$ cat src/rtl/tcc_pkg.sv
package tcc_pkg;

  localparam int MAXW = 16;

  typedef logic [MAXW-1:0] word_t;

  typedef enum logic [1:0] {
    STYLE_LFSR = 2'd0,
    STYLE_INC  = 2'd1,
    STYLE_DEC  = 2'd2
  } style_e;

  typedef enum logic {
    MODE_WAIT = 1'b0,
    MODE_MOD  = 1'b1
  } mode_e;

  // Arithmetic actually built: the shift style splits by count.
  typedef enum logic [1:0] {
    K_INC  = 2'd0,
    K_DEC  = 2'd1,
    K_JOHN = 2'd2,
    K_POLY = 2'd3
  } kind_e;

  function automatic kind_e kind_of(style_e s, int c);
    if (s == STYLE_INC) return K_INC;
    if (s == STYLE_DEC) return K_DEC;
    if (c < 6) return K_JOHN;
    return K_POLY;
  endfunction

  // Narrowest register whose cycle strictly exceeds the count,
  // so the seed is never the terminal state itself.
  function automatic int reg_width(kind_e k, int c);
    int w;
    if (k == K_JOHN) return c / 2 + 1;
    if (k == K_POLY) begin
      w = 3;
      while (((1 << w) - 1) <= c) w++;
      return w;
    end
    w = 1;
    while ((1 << w) <= c) w++;
    return w;
  endfunction

  function automatic word_t width_mask(int w);
    word_t m;
    m = '0;
    for (int i = 0; i < w; i++) m[i] = 1'b1;
    return m;
  endfunction

  // Feedback tap set, bit (t-1) set for stage t, stage 1 nearest the input.
  function automatic word_t tap_stages(int w);
    case (w)
      3:       return 16'h0006;
      4:       return 16'h000C;
      5:       return 16'h0014;
      6:       return 16'h0030;
      7:       return 16'h0060;
      8:       return 16'h00B8;
      9:       return 16'h0110;
      10:      return 16'h0240;
      11:      return 16'h0500;
      12:      return 16'h0829;
      13:      return 16'h100D;
      14:      return 16'h2015;
      15:      return 16'h6000;
      default: return 16'hD008;
    endcase
  endfunction

  // Map stage numbers to register bits: stage t sits at bit w-t.
  function automatic word_t tap_mask(int w);
    word_t p;
    word_t m;
    p = tap_stages(w);
    m = '0;
    for (int i = 0; i < w; i++) begin
      if (p[i]) m[w-1-i] = 1'b1;
    end
    return m;
  endfunction

  function automatic word_t step_fwd(kind_e k, int w, word_t s);
    word_t wm;
    word_t r;
    logic  b;
    wm = width_mask(w);
    case (k)
      K_INC:  r = (s + 16'd1) & wm;
      K_DEC:  r = (s - 16'd1) & wm;
      K_JOHN: begin
        b = ~s[0];
        r = (s >> 1) | (word_t'(b) << (w - 1));
      end
      default: begin
        b = ~^(s & tap_mask(w));
        r = (s >> 1) | (word_t'(b) << (w - 1));
      end
    endcase
    return r;
  endfunction

  // Inverse of one shift step; only used for the shift kinds.
  function automatic word_t step_back(kind_e k, int w, word_t s);
    word_t p;
    logic  x;
    p = (s << 1) & width_mask(w);
    if (k == K_JOHN) begin
      p[0] = ~s[w-1];
    end else begin
      x    = ^(p & tap_mask(w) & 16'hFFFE);
      p[0] = ~s[w-1] ^ x;
    end
    return p;
  endfunction

  function automatic word_t seed_of(kind_e k, int w, int c);
    word_t s;
    if (k == K_INC) return ((width_mask(w) - word_t'(c)) + 16'd1) & width_mask(w);
    if (k == K_DEC) return word_t'(c);
    s = '0;
    for (int i = 0; i < c; i++) s = step_back(k, w, s);
    return s;
  endfunction

endpackage

$ cat src/rtl/tcc_step.sv
module tcc_step #(
  parameter tcc_pkg::kind_e KIND      = tcc_pkg::K_INC,
  parameter int unsigned    W         = 4,
  parameter bit             RELOAD_EN = 1'b0,
  parameter logic [W-1:0]   RELOAD    = '0
) (
  input  logic [W-1:0] cur,
  output logic [W-1:0] nxt
);

  logic [W-1:0] adv;

  if (KIND == tcc_pkg::K_INC) begin : g_inc
    always_comb adv = cur + 1'b1;
  end else if (KIND == tcc_pkg::K_DEC) begin : g_dec
    always_comb adv = cur - 1'b1;
  end else if (KIND == tcc_pkg::K_JOHN) begin : g_john
    always_comb adv = {~cur[0], cur[W-1:1]};
  end else begin : g_poly
    localparam tcc_pkg::word_t TM_FULL = tcc_pkg::tap_mask(W);
    localparam logic [W-1:0]   TM      = TM_FULL[W-1:0];
    always_comb adv = {~^(cur & TM), cur[W-1:1]};
  end

  // Repeating behaviour: the terminal state jumps to the state one step past the seed.
  always_comb begin
    if (RELOAD_EN && (cur == '0)) nxt = RELOAD;
    else                          nxt = adv;
  end

endmodule

$ cat src/rtl/tcc_state_reg.sv
module tcc_state_reg #(
  parameter int unsigned  W        = 4,
  parameter logic [W-1:0] SEED     = '0,
  parameter bit           CLK_NEG  = 1'b0,
  parameter bit           RST_SYNC = 1'b0
) (
  input  logic         clk,
  input  logic         en_act,
  input  logic         rst_n,
  input  logic [W-1:0] d,
  output logic [W-1:0] q
);

  if (!RST_SYNC && !CLK_NEG) begin : g_async_rise
    always_ff @(posedge clk or negedge rst_n) begin
      if (!rst_n)      q <= SEED;
      else if (en_act) q <= d;
    end
  end else if (!RST_SYNC && CLK_NEG) begin : g_async_fall
    always_ff @(negedge clk or negedge rst_n) begin
      if (!rst_n)      q <= SEED;
      else if (en_act) q <= d;
    end
  end else if (!CLK_NEG) begin : g_sync_rise
    always_ff @(posedge clk) begin
      if (en_act) q <= rst_n ? d : SEED;
    end
  end else begin : g_sync_fall
    always_ff @(negedge clk) begin
      if (en_act) q <= rst_n ? d : SEED;
    end
  end

endmodule

$ cat src/rtl/tcc_flag.sv
module tcc_flag #(
  parameter int unsigned W       = 4,
  parameter bit          OUT_LOW = 1'b0
) (
  input  logic [W-1:0] state,
  output logic         tc
);

  logic at_zero;

  always_comb at_zero = (state == '0);
  always_comb tc      = at_zero ^ OUT_LOW;

endmodule

$ cat src/rtl/tc_counter.sv
module tc_counter #(
  parameter int unsigned     COUNT    = 10,
  parameter tcc_pkg::mode_e  MODE     = tcc_pkg::MODE_WAIT,
  parameter tcc_pkg::style_e STYLE    = tcc_pkg::STYLE_LFSR,
  parameter bit              CLK_NEG  = 1'b0,
  parameter bit              EN_LOW   = 1'b0,
  parameter bit              RST_SYNC = 1'b0,
  parameter bit              OUT_LOW  = 1'b0
) (
  input  logic clk,
  input  logic en,
  input  logic rst_n,
  output logic tc
);

  localparam tcc_pkg::kind_e KIND     = tcc_pkg::kind_of(STYLE, COUNT);
  localparam int unsigned    W        = tcc_pkg::reg_width(KIND, COUNT);
  localparam tcc_pkg::word_t SEED_F   = tcc_pkg::seed_of(KIND, W, COUNT);
  localparam tcc_pkg::word_t RELOAD_F = tcc_pkg::step_fwd(KIND, W, SEED_F);
  localparam logic [W-1:0]   SEED     = SEED_F[W-1:0];
  localparam logic [W-1:0]   RELOAD   = RELOAD_F[W-1:0];
  localparam bit             DO_LOAD  = (MODE == tcc_pkg::MODE_MOD);

  if ((COUNT < 2) || (COUNT > 65534)) begin : g_bad_count
    $error("tc_counter: COUNT must lie in 2..65534");
  end

  logic         en_act;
  logic [W-1:0] st_q;
  logic [W-1:0] st_d;

  always_comb en_act = en ^ EN_LOW;

  tcc_step #(
    .KIND      (KIND),
    .W         (W),
    .RELOAD_EN (DO_LOAD),
    .RELOAD    (RELOAD)
  ) u_step (
    .cur (st_q),
    .nxt (st_d)
  );

  tcc_state_reg #(
    .W        (W),
    .SEED     (SEED),
    .CLK_NEG  (CLK_NEG),
    .RST_SYNC (RST_SYNC)
  ) u_reg (
    .clk    (clk),
    .en_act (en_act),
    .rst_n  (rst_n),
    .d      (st_d),
    .q      (st_q)
  );

  tcc_flag #(
    .W       (W),
    .OUT_LOW (OUT_LOW)
  ) u_flag (
    .state (st_q),
    .tc    (tc)
  );

endmodule

$ cat config.mk
export PLATFORM = sky130hd
export DESIGN_NAME = tc_counter
export DESIGN_NICKNAME = d
export VERILOG_FILES = /design/src/rtl/tcc_pkg.sv /design/src/rtl/tcc_step.sv /design/src/rtl/tcc_state_reg.sv /design/src/rtl/tcc_flag.sv /design/src/rtl/tc_counter.sv
export SDC_FILE = /design/constraint.sdc
export NUM_CORES = 1
export LEC_CHECK = 0
export ABC_AREA = 1
export BUFFER_PORTS_ARGS = -buffer_cell sky130_fd_sc_hd__buf_2
export CAP_MARGIN = 20
export CORE_AREA = 2 2 39 41
export CTS_CLUSTER_DIAMETER = 60
export DETAILED_ROUTE_END_ITERATION = 8
export DIE_AREA = 0 0 41 43
export PLACE_DENSITY = 0.35
export SYNTH_ARGS = -nofsm -noshare
export SYNTH_HDL_FRONTEND = slang
export SYNTH_SLANG_ARGS = --single-unit
$ cat constraint.sdc
create_clock -name clk -period 1.35 [get_ports clk]
set_input_delay 0.27 -clock clk [delete_from_list [all_inputs] [get_ports clk]]
set_output_delay 0.27 -clock clk [all_outputs]
set_load 0.05 [all_outputs]
# Word-level counts from Yosys, hierarchy flattened

Cells that the tools add are included.

Bits of input ports: 3
Output and inout bits: 1
Word-level logic and storage cells: 3
Register bits after elaboration: 4

Reductions and logical operators: 2

Operators with widths:

| cell                 | number |
|---|---|
| zero test 4 bit      | 1 |
| XNOR reduction 4 bit | 1 |

# Logic depth before layout (Yosys ltp)

Gate-level depths: netlist (run 1).

Depth in word-level cells: 1
Depth in mapped cells: 5
Gate-level depth less buffers: 5

# Modules after synthesis

Synthesis (run 1) repeated with hierarchy kept, for this count alone.

Cells, all modules: 32
Area total of the unflattened synthesis: 220.2 sq um

By module, submodules not included:

| module        | cells each | times used | area an instance (sq um) | sequential area each (sq um) |
|---|---|---|---|---|
| tcc_state_reg | 17         | 1          | 152.6                    | 103.8 |
| tcc_step      | 8          | 1          | 41.3                     | 0.0 |
| tcc_flag      | 7          | 1          | 26.3                     | 0.0 |

# Worst setup path after synthesis (run 1)

Ideal clock, no wire load.

Path type: reg-to-output
Start point: register u_reg.q[1]
End point: output port tc
Path buffers: 0
Stages on the path, launching flop included: 5
Slack: -0.136 ns
Arrival: 1.216 ns
Required time: 1.080 ns
Cell sequence: dfstp_2 > inv_1 > ha_1 > nand2_1 > nor2_1

Cells in the longest elaborated chain, start to end: 1

RTL lines:

| what                   | RTL line            | RTL |
|---|---|---|
| from (decl)            | tcc_state_reg.sv:11 | `output logic [W-1:0] q` |
| from (signal assigned) | tcc_state_reg.sv:16 | `if (!rst_n) q <= SEED;` |
| from (signal assigned) | tcc_state_reg.sv:17 | `else if (en_act) q <= d;` |
| zero test 4 bit        | tcc_flag.sv:11      | `always_comb at_zero = (state == '0);` |
| to (decl)              | tc_counter.sv:13    | `output logic tc` |

Every way passes these cells.

# Final worst setup path (run 1)

Ends and elaborated chain as after synthesis.

==> metrics, run 1 <==
r2r endpoint=u_reg.q[3]; pre-CTS WS=0.0279 ns; Worst VDD drop=0.000649 V; crit path DAT=1.17 ns; hold path endpoint=u_reg.q[1]; number of flip-flops in the largest register=4; number of remaining DRC errors=0; row cnt=14; Yosys reg bits=4; number of global-route vias before repair=145; Relative slew margins=0.927; final setup vio count=1; slew at the pin closest to its max-slew limit=0.109 ns; register area share after synthesis=0.553; Distinct cells, synth=7; Die ar.=1760 um2; syn_area_per_cell=7.82 um2; Non-Filler Instances=49; Clock transition at path regs=0.04 ns; maximum root-to-sink buffer count=2; number of buffers added on ports=3; Final Hold Fails=0; Max H-tree Level=1; Setup CP Type=reg2out; Worst EP required=1.08 ns; HP Start=en; PnR Total Power=0.518 mW; clock skew=0.00220 ns; Mapped Nets=28; DR WL/cell=6.39 um; Hold Crit Depth=3; final instance area=290 um2; Hold Path Class=in2reg; Min Clock Period, post-route=1.44 ns; Max Freq=0.692 GHz; Worst-Skew Late Latency=0.23 ns; Pre-antenna DRT Iters=2; RSZ-0062 raised after global routing=yes; TritonCTS clock tree=done; Starting Density=0.136; Mapped Area=188 um2; TritonCTS buffer count=3; Area Overhead vs Synth=54.7%; synthesized instance count=24; GR Util All Layers=0.0535; setup TNS after final layout=-0.0945 ns; area of the core=1380 um2; GR Overflow Total=0; CTS sink count=4; nets=38; Die Height=43 um; ratio of cells with drive above 1 in the final layout=0.485; Largest Register=u_reg.q; first-pass GRT wire length=565 um; biggest regs=u_reg.q x4; Crit. End Element=primary output; max-cap viol count=0; Post-Route WL=313 um; violated checks=negative setup slack; vias=156; Final Max Slew Viols=0; largest net degree at the start of global routing=6; Top Ports=4; Placer Congestion=0.651; Post-DRT Antenna Nets=0; worst-path maximum fanout=2; Worst setup SP type=register; Pwr per Cell Area=1790 nW/um2; hold_ws=0.282 ns; R2R Setup Slk=0.33 ns; outcome=complete, but fails checks; setup ws final=-0.0945 ns; reg-to-reg startpoint=u_reg.q[1]; DR vias/cell=3.18; placed insts=43; leakage power=0.147 nW; root buf cell=clkbuf_4; reg2reg path depth=5; placed inst area=225 um2; DRT iter0 DRCs=3; antenna violations before repair=0; final core utilization=0.210; die width=41 um; YS warnings=0; diodes inserted=0; crit share post-route=1.07
-- layer usage --
metal  up-vias  GRT usage  part of all wire
li1         87          -                 -
met1        67     0.0820              0.53
met4         0     0.0600                 0
met2         2     0.0406              0.42
met3         0     0.0314             0.051
met5         -          0                 0
-- how the worst max path moves through the flow --
stage,depth (start not counted),from,end
4_1_cts,5,u_reg.q[0],tc
6_report,5,u_reg.q[1],tc
5_1_grt,5,u_reg.q[0],tc
2_1_floorplan,4,u_reg.q[1],tc
3_3_place_gp,5,u_reg.q[1],tc
3_5_place_dp,5,u_reg.q[1],tc
-- cells in the final DEF (no fill, tap or decap) --
| master | Yosys | final |
|---|---|---|
| buf_2 | 0 | 2 |
| buf_4 | 0 | 1 |
| buf_6 | 0 | 1 |
| clkbuf_1 | 0 | 1 |
| clkbuf_4 | 0 | 3 |
| dfrtp_1 | 1 | 1 |
| dfstp_2 | 3 | 3 |
| dlygate4sd3_1 | 0 | 1 |
| ha_4 | 0 | 1 |
| inv_1 | 4 | 2 |
| inv_2 | 1 | 3 |
| nand2_1 | 13 | 12 |
| nand2_2 | 0 | 1 |
| nor2_2 | 0 | 1 |
-- worst max-delay path, cell delays in order, from the launching register on --
cell	delay, ns
dfstp_2	0.53
inv_2	0.04
ha_4	0.14
nand2_2	0.05
nor2_2	0.03
buf_6	0.14
-- power by group --
part / switching [mW] / total [mW] / leakage (nW) / internal [mW]
combinational: 0.0955 / 0.166 / 0.0884 / 0.0706
sequential: 0.0242 / 0.194 / 0.0437 / 0.170
clock: 0.0474 / 0.158 / 0.0150 / 0.111
total: 0.167 / 0.518 / 0.147 / 0.351
-- cell type report --
cell class / instances / area [um2]
sequential: 4 / 104
timing repair buffer: 5 / 38.8
tap: 16 / 20.0
multi-input combinational: 15 / 82.6
inverter: 5 / 18.8
fill: 154 / 1090
clock buffer: 4 / 26.3
-- synthesized netlist by cell type, drive strengths merged --
cell | instances | area, um2
ha | 1 | 12.5
inv | 5 | 18.8
dfrtp | 1 | 25.0
nor2 | 1 | 3.75
dfstp | 3 | 78.8
nand2 | 13 | 48.8
-- logic make-up (layout without fill, tap and decap cells) --
group	Yosys count	in the layout	synth area share
buf+inv	5	14	0.100
simple gates	14	14	0.280
flops	4	4	0.553
fa+ha+maj	1	1	0.0667
-- timing repair --
item                                   in CTS  in global routing
pin swaps                                   2                  0
setup endpoints to repair                   1                  1
resized for setup                           7                  0
gates cloned                                0                  0
endpoints found under the hold margin       1                  0
hold buffers                                1                  0
buffers inserted                            1                  0
(Power assumes the default switching activity.)
==> run 2: changes to the inputs <==
BUFFER_PORTS_ARGS = -buffer_cell sky130_fd_sc_hd__buf_4   (was -buffer_cell sky130_fd_sc_hd__buf_2)
HOLD_SLACK_MARGIN = 0.05   (was unset)
SETUP_SLACK_MARGIN = 0.4   (was unset)
==> run 2 against run 1 <==
  * Design area grew 4.7%
  * Largest power group unchanged
  * Critical path type unchanged
  * Clock power rose by 3%
  * Register-to-register slack better by 0.03 ns
  * Via count grew 5.1%
  * Fmax fell by 0.84%
  * Global-route usage up 0.29 points
  * Setup slack lost 0.012 ns
  * First-iteration DRC count is 67% lower
  * Clock-buffer cell count unchanged
  * Sequential cell count is the same
  * Routed wire length fell by 1.3%
  * The run still ends with negative setup slack left
  * Clock skew up 0.0056 ns
==> metrics, run 2 (synthesis results as in run 1) <==
outcome=complete, but fails checks; violated checks=negative setup slack; biggest regs=u_reg.q x4; Area Overhead vs Synth=62.0%; ratio of cells with drive above 1 in the final layout=0.531 (+0.0464); row cnt=14 (unchanged); Starting Density=0.136 (unchanged); Relative slew margins=0.934 (+0.00650); first-pass GRT wire length=586 um (+3.7%); Worst EP required=1.08 ns (about the same); Worst-Skew Late Latency=0.24 ns (about the same); DRT iter0 DRCs=1 (-2); antenna violations before repair=0 (unchanged); pre-CTS WS=0.0886 ns (+0.0608 ns); DR WL/cell=6.44 um (+0.78%); setup ws final=-0.107 ns (-0.0123 ns); number of buffers added on ports=3 (unchanged); GR Util All Layers=0.0565 (+0.00292); crit share post-route=1.08 (+0.00908); Max Freq=0.686 GHz (-0.84%); Die ar.=1760 um2 (unchanged); Post-DRT Antenna Nets=0 (unchanged); diodes inserted=0 (unchanged); hold_ws=0.260 ns (-0.0217 ns); vias=164 (+5.1%); worst-path maximum fanout=3 (+1); Top Ports=4 (unchanged); root buf cell=clkbuf_4; Min Clock Period, post-route=1.46 ns (+0.0123 ns); slew at the pin closest to its max-slew limit=0.0993 ns (-0.0100 ns); Pwr per Cell Area=1820 nW/um2 (+2.0%); nets=37 (-2.6%); area of the core=1380 um2 (unchanged); Final Max Slew Viols=0 (unchanged); area of the multi-input gates=95.1 um2 (+15%); Clock transition at path regs=0.04 ns (about the same); TritonCTS buffer count=3 (unchanged); Die Height=43 um (unchanged); PnR Total Power=0.554 mW (+6.9%); setup TNS after final layout=-0.107 ns (-0.0123 ns); Setup CP Type=reg2out; final instance area=304 um2 (+4.7%); number of flip-flops in the largest register=4 (unchanged); final setup vio count=1 (unchanged); RSZ-0062 raised after global routing=yes; CTS sink count=4 (unchanged); Pre-antenna DRT Iters=2 (unchanged); leakage power=0.148 nW (+0.86%); die width=41 um (unchanged); number of global-route vias before repair=174 (+20%); Worst setup SP type=register; largest net degree at the start of global routing=6 (unchanged); crit path DAT=1.19 ns (+0.02 ns); clock skew=0.00777 ns (+0.00557 ns); most common cell after layout, fill and taps aside=nand2_1; Worst VDD drop=0.000345 V (-47%); number of remaining DRC errors=0 (unchanged); setup bufs post-CTS=0 (-1); TritonCTS clock tree=done; final core utilization=0.220 (+0.00995); Placer Congestion=0.726 (+12%); GR Overflow Total=0 (unchanged); Max H-tree Level=1 (unchanged); max-cap viol count=0 (unchanged); most frequent cells in the layout=11 x nand2_1, 4 x inv_2, 3 x clkbuf_4, 3 x dfstp_2, 2 x buf_4; Fillers=166 (+7.8%); Non-Filler Instances=48 (-2.0%); DR vias/cell=3.42 (+7.3%); Register Area=104 um2 (unchanged); Hold Path Class=in2reg; maximum root-to-sink buffer count=2 (unchanged); Final Hold Fails=0 (unchanged); Final HPWL DP=260 um; Crit. End Element=primary output; placed inst area=253 um2 (+12%); Post-Route WL=309 um (-1.3%); placed insts=43 (unchanged); Largest Register=u_reg.q
[run 2: cell count changes in the layout (fill, tap and decap cells not counted)]
cell,before,now
inv_1,2,1
buf_4,1,2
nor2_2,1,0
nand2_4,0,1
nor2_4,0,1
nand2_1,12,11
buf_8,0,1
buf_2,2,0
inv_2,3,4
buf_6,1,0
[run 2: final cells by class]
type | count | area share
clock buffer | 4 | 0.0864
inverter | 5 | 0.0617
multi-input combinational | 15 | 0.313
sequential | 4 | 0.342
tap | 16 | 0.0658
timing repair buffer | 4 | 0.132
[run 2: worst paths after layout]
kind / start / cells after the start / to / slack, ns
max: u_reg.q[1] / 5 / tc / -0.11
min: en / 3 / u_reg.q[3] / 0.26
max reg2reg: u_reg.q[1] / 5 / u_reg.q[3] / 0.36
min reg2reg: u_reg.q[0] / 2 / u_reg.q[0] / 0.46
max in group asynchronous: rst_n / 2 / u_reg.q[1] / 0.79
min in group asynchronous: rst_n / 2 / u_reg.q[2] / 0.36
[run 2: timing repair]
| item | 4_1_cts | 5_1_grt |
|---|---|---|
| hold buffers | 1 | 0 |
| hold endpoints to repair | 4 | 0 |
| setup endpoints to repair | 2 | 2 |
| resized for setup | 3 | 2 |
[run 2: layer usage]
metal	GRT usage	part of all wire
met5	0	0
met4	0.100	0
met3	0.0157	0.052
met2	0.0719	0.52
met1	0.0489	0.42
[run 2: power breakdown]
group          switching (mW)  internal (mW)  total, mW  leakage (nW)
clock                  0.0514          0.111      0.162        0.0150
sequential             0.0299          0.170      0.200        0.0437
combinational           0.104         0.0877      0.191        0.0897
[run 2: critical path, stage by stage, from the launching register on]
cell and delay (ns):
dfstp_2 0.53, inv_2 0.04, ha_4 0.15, nand2_4 0.05, nor2_4 0.04, buf_8 0.14
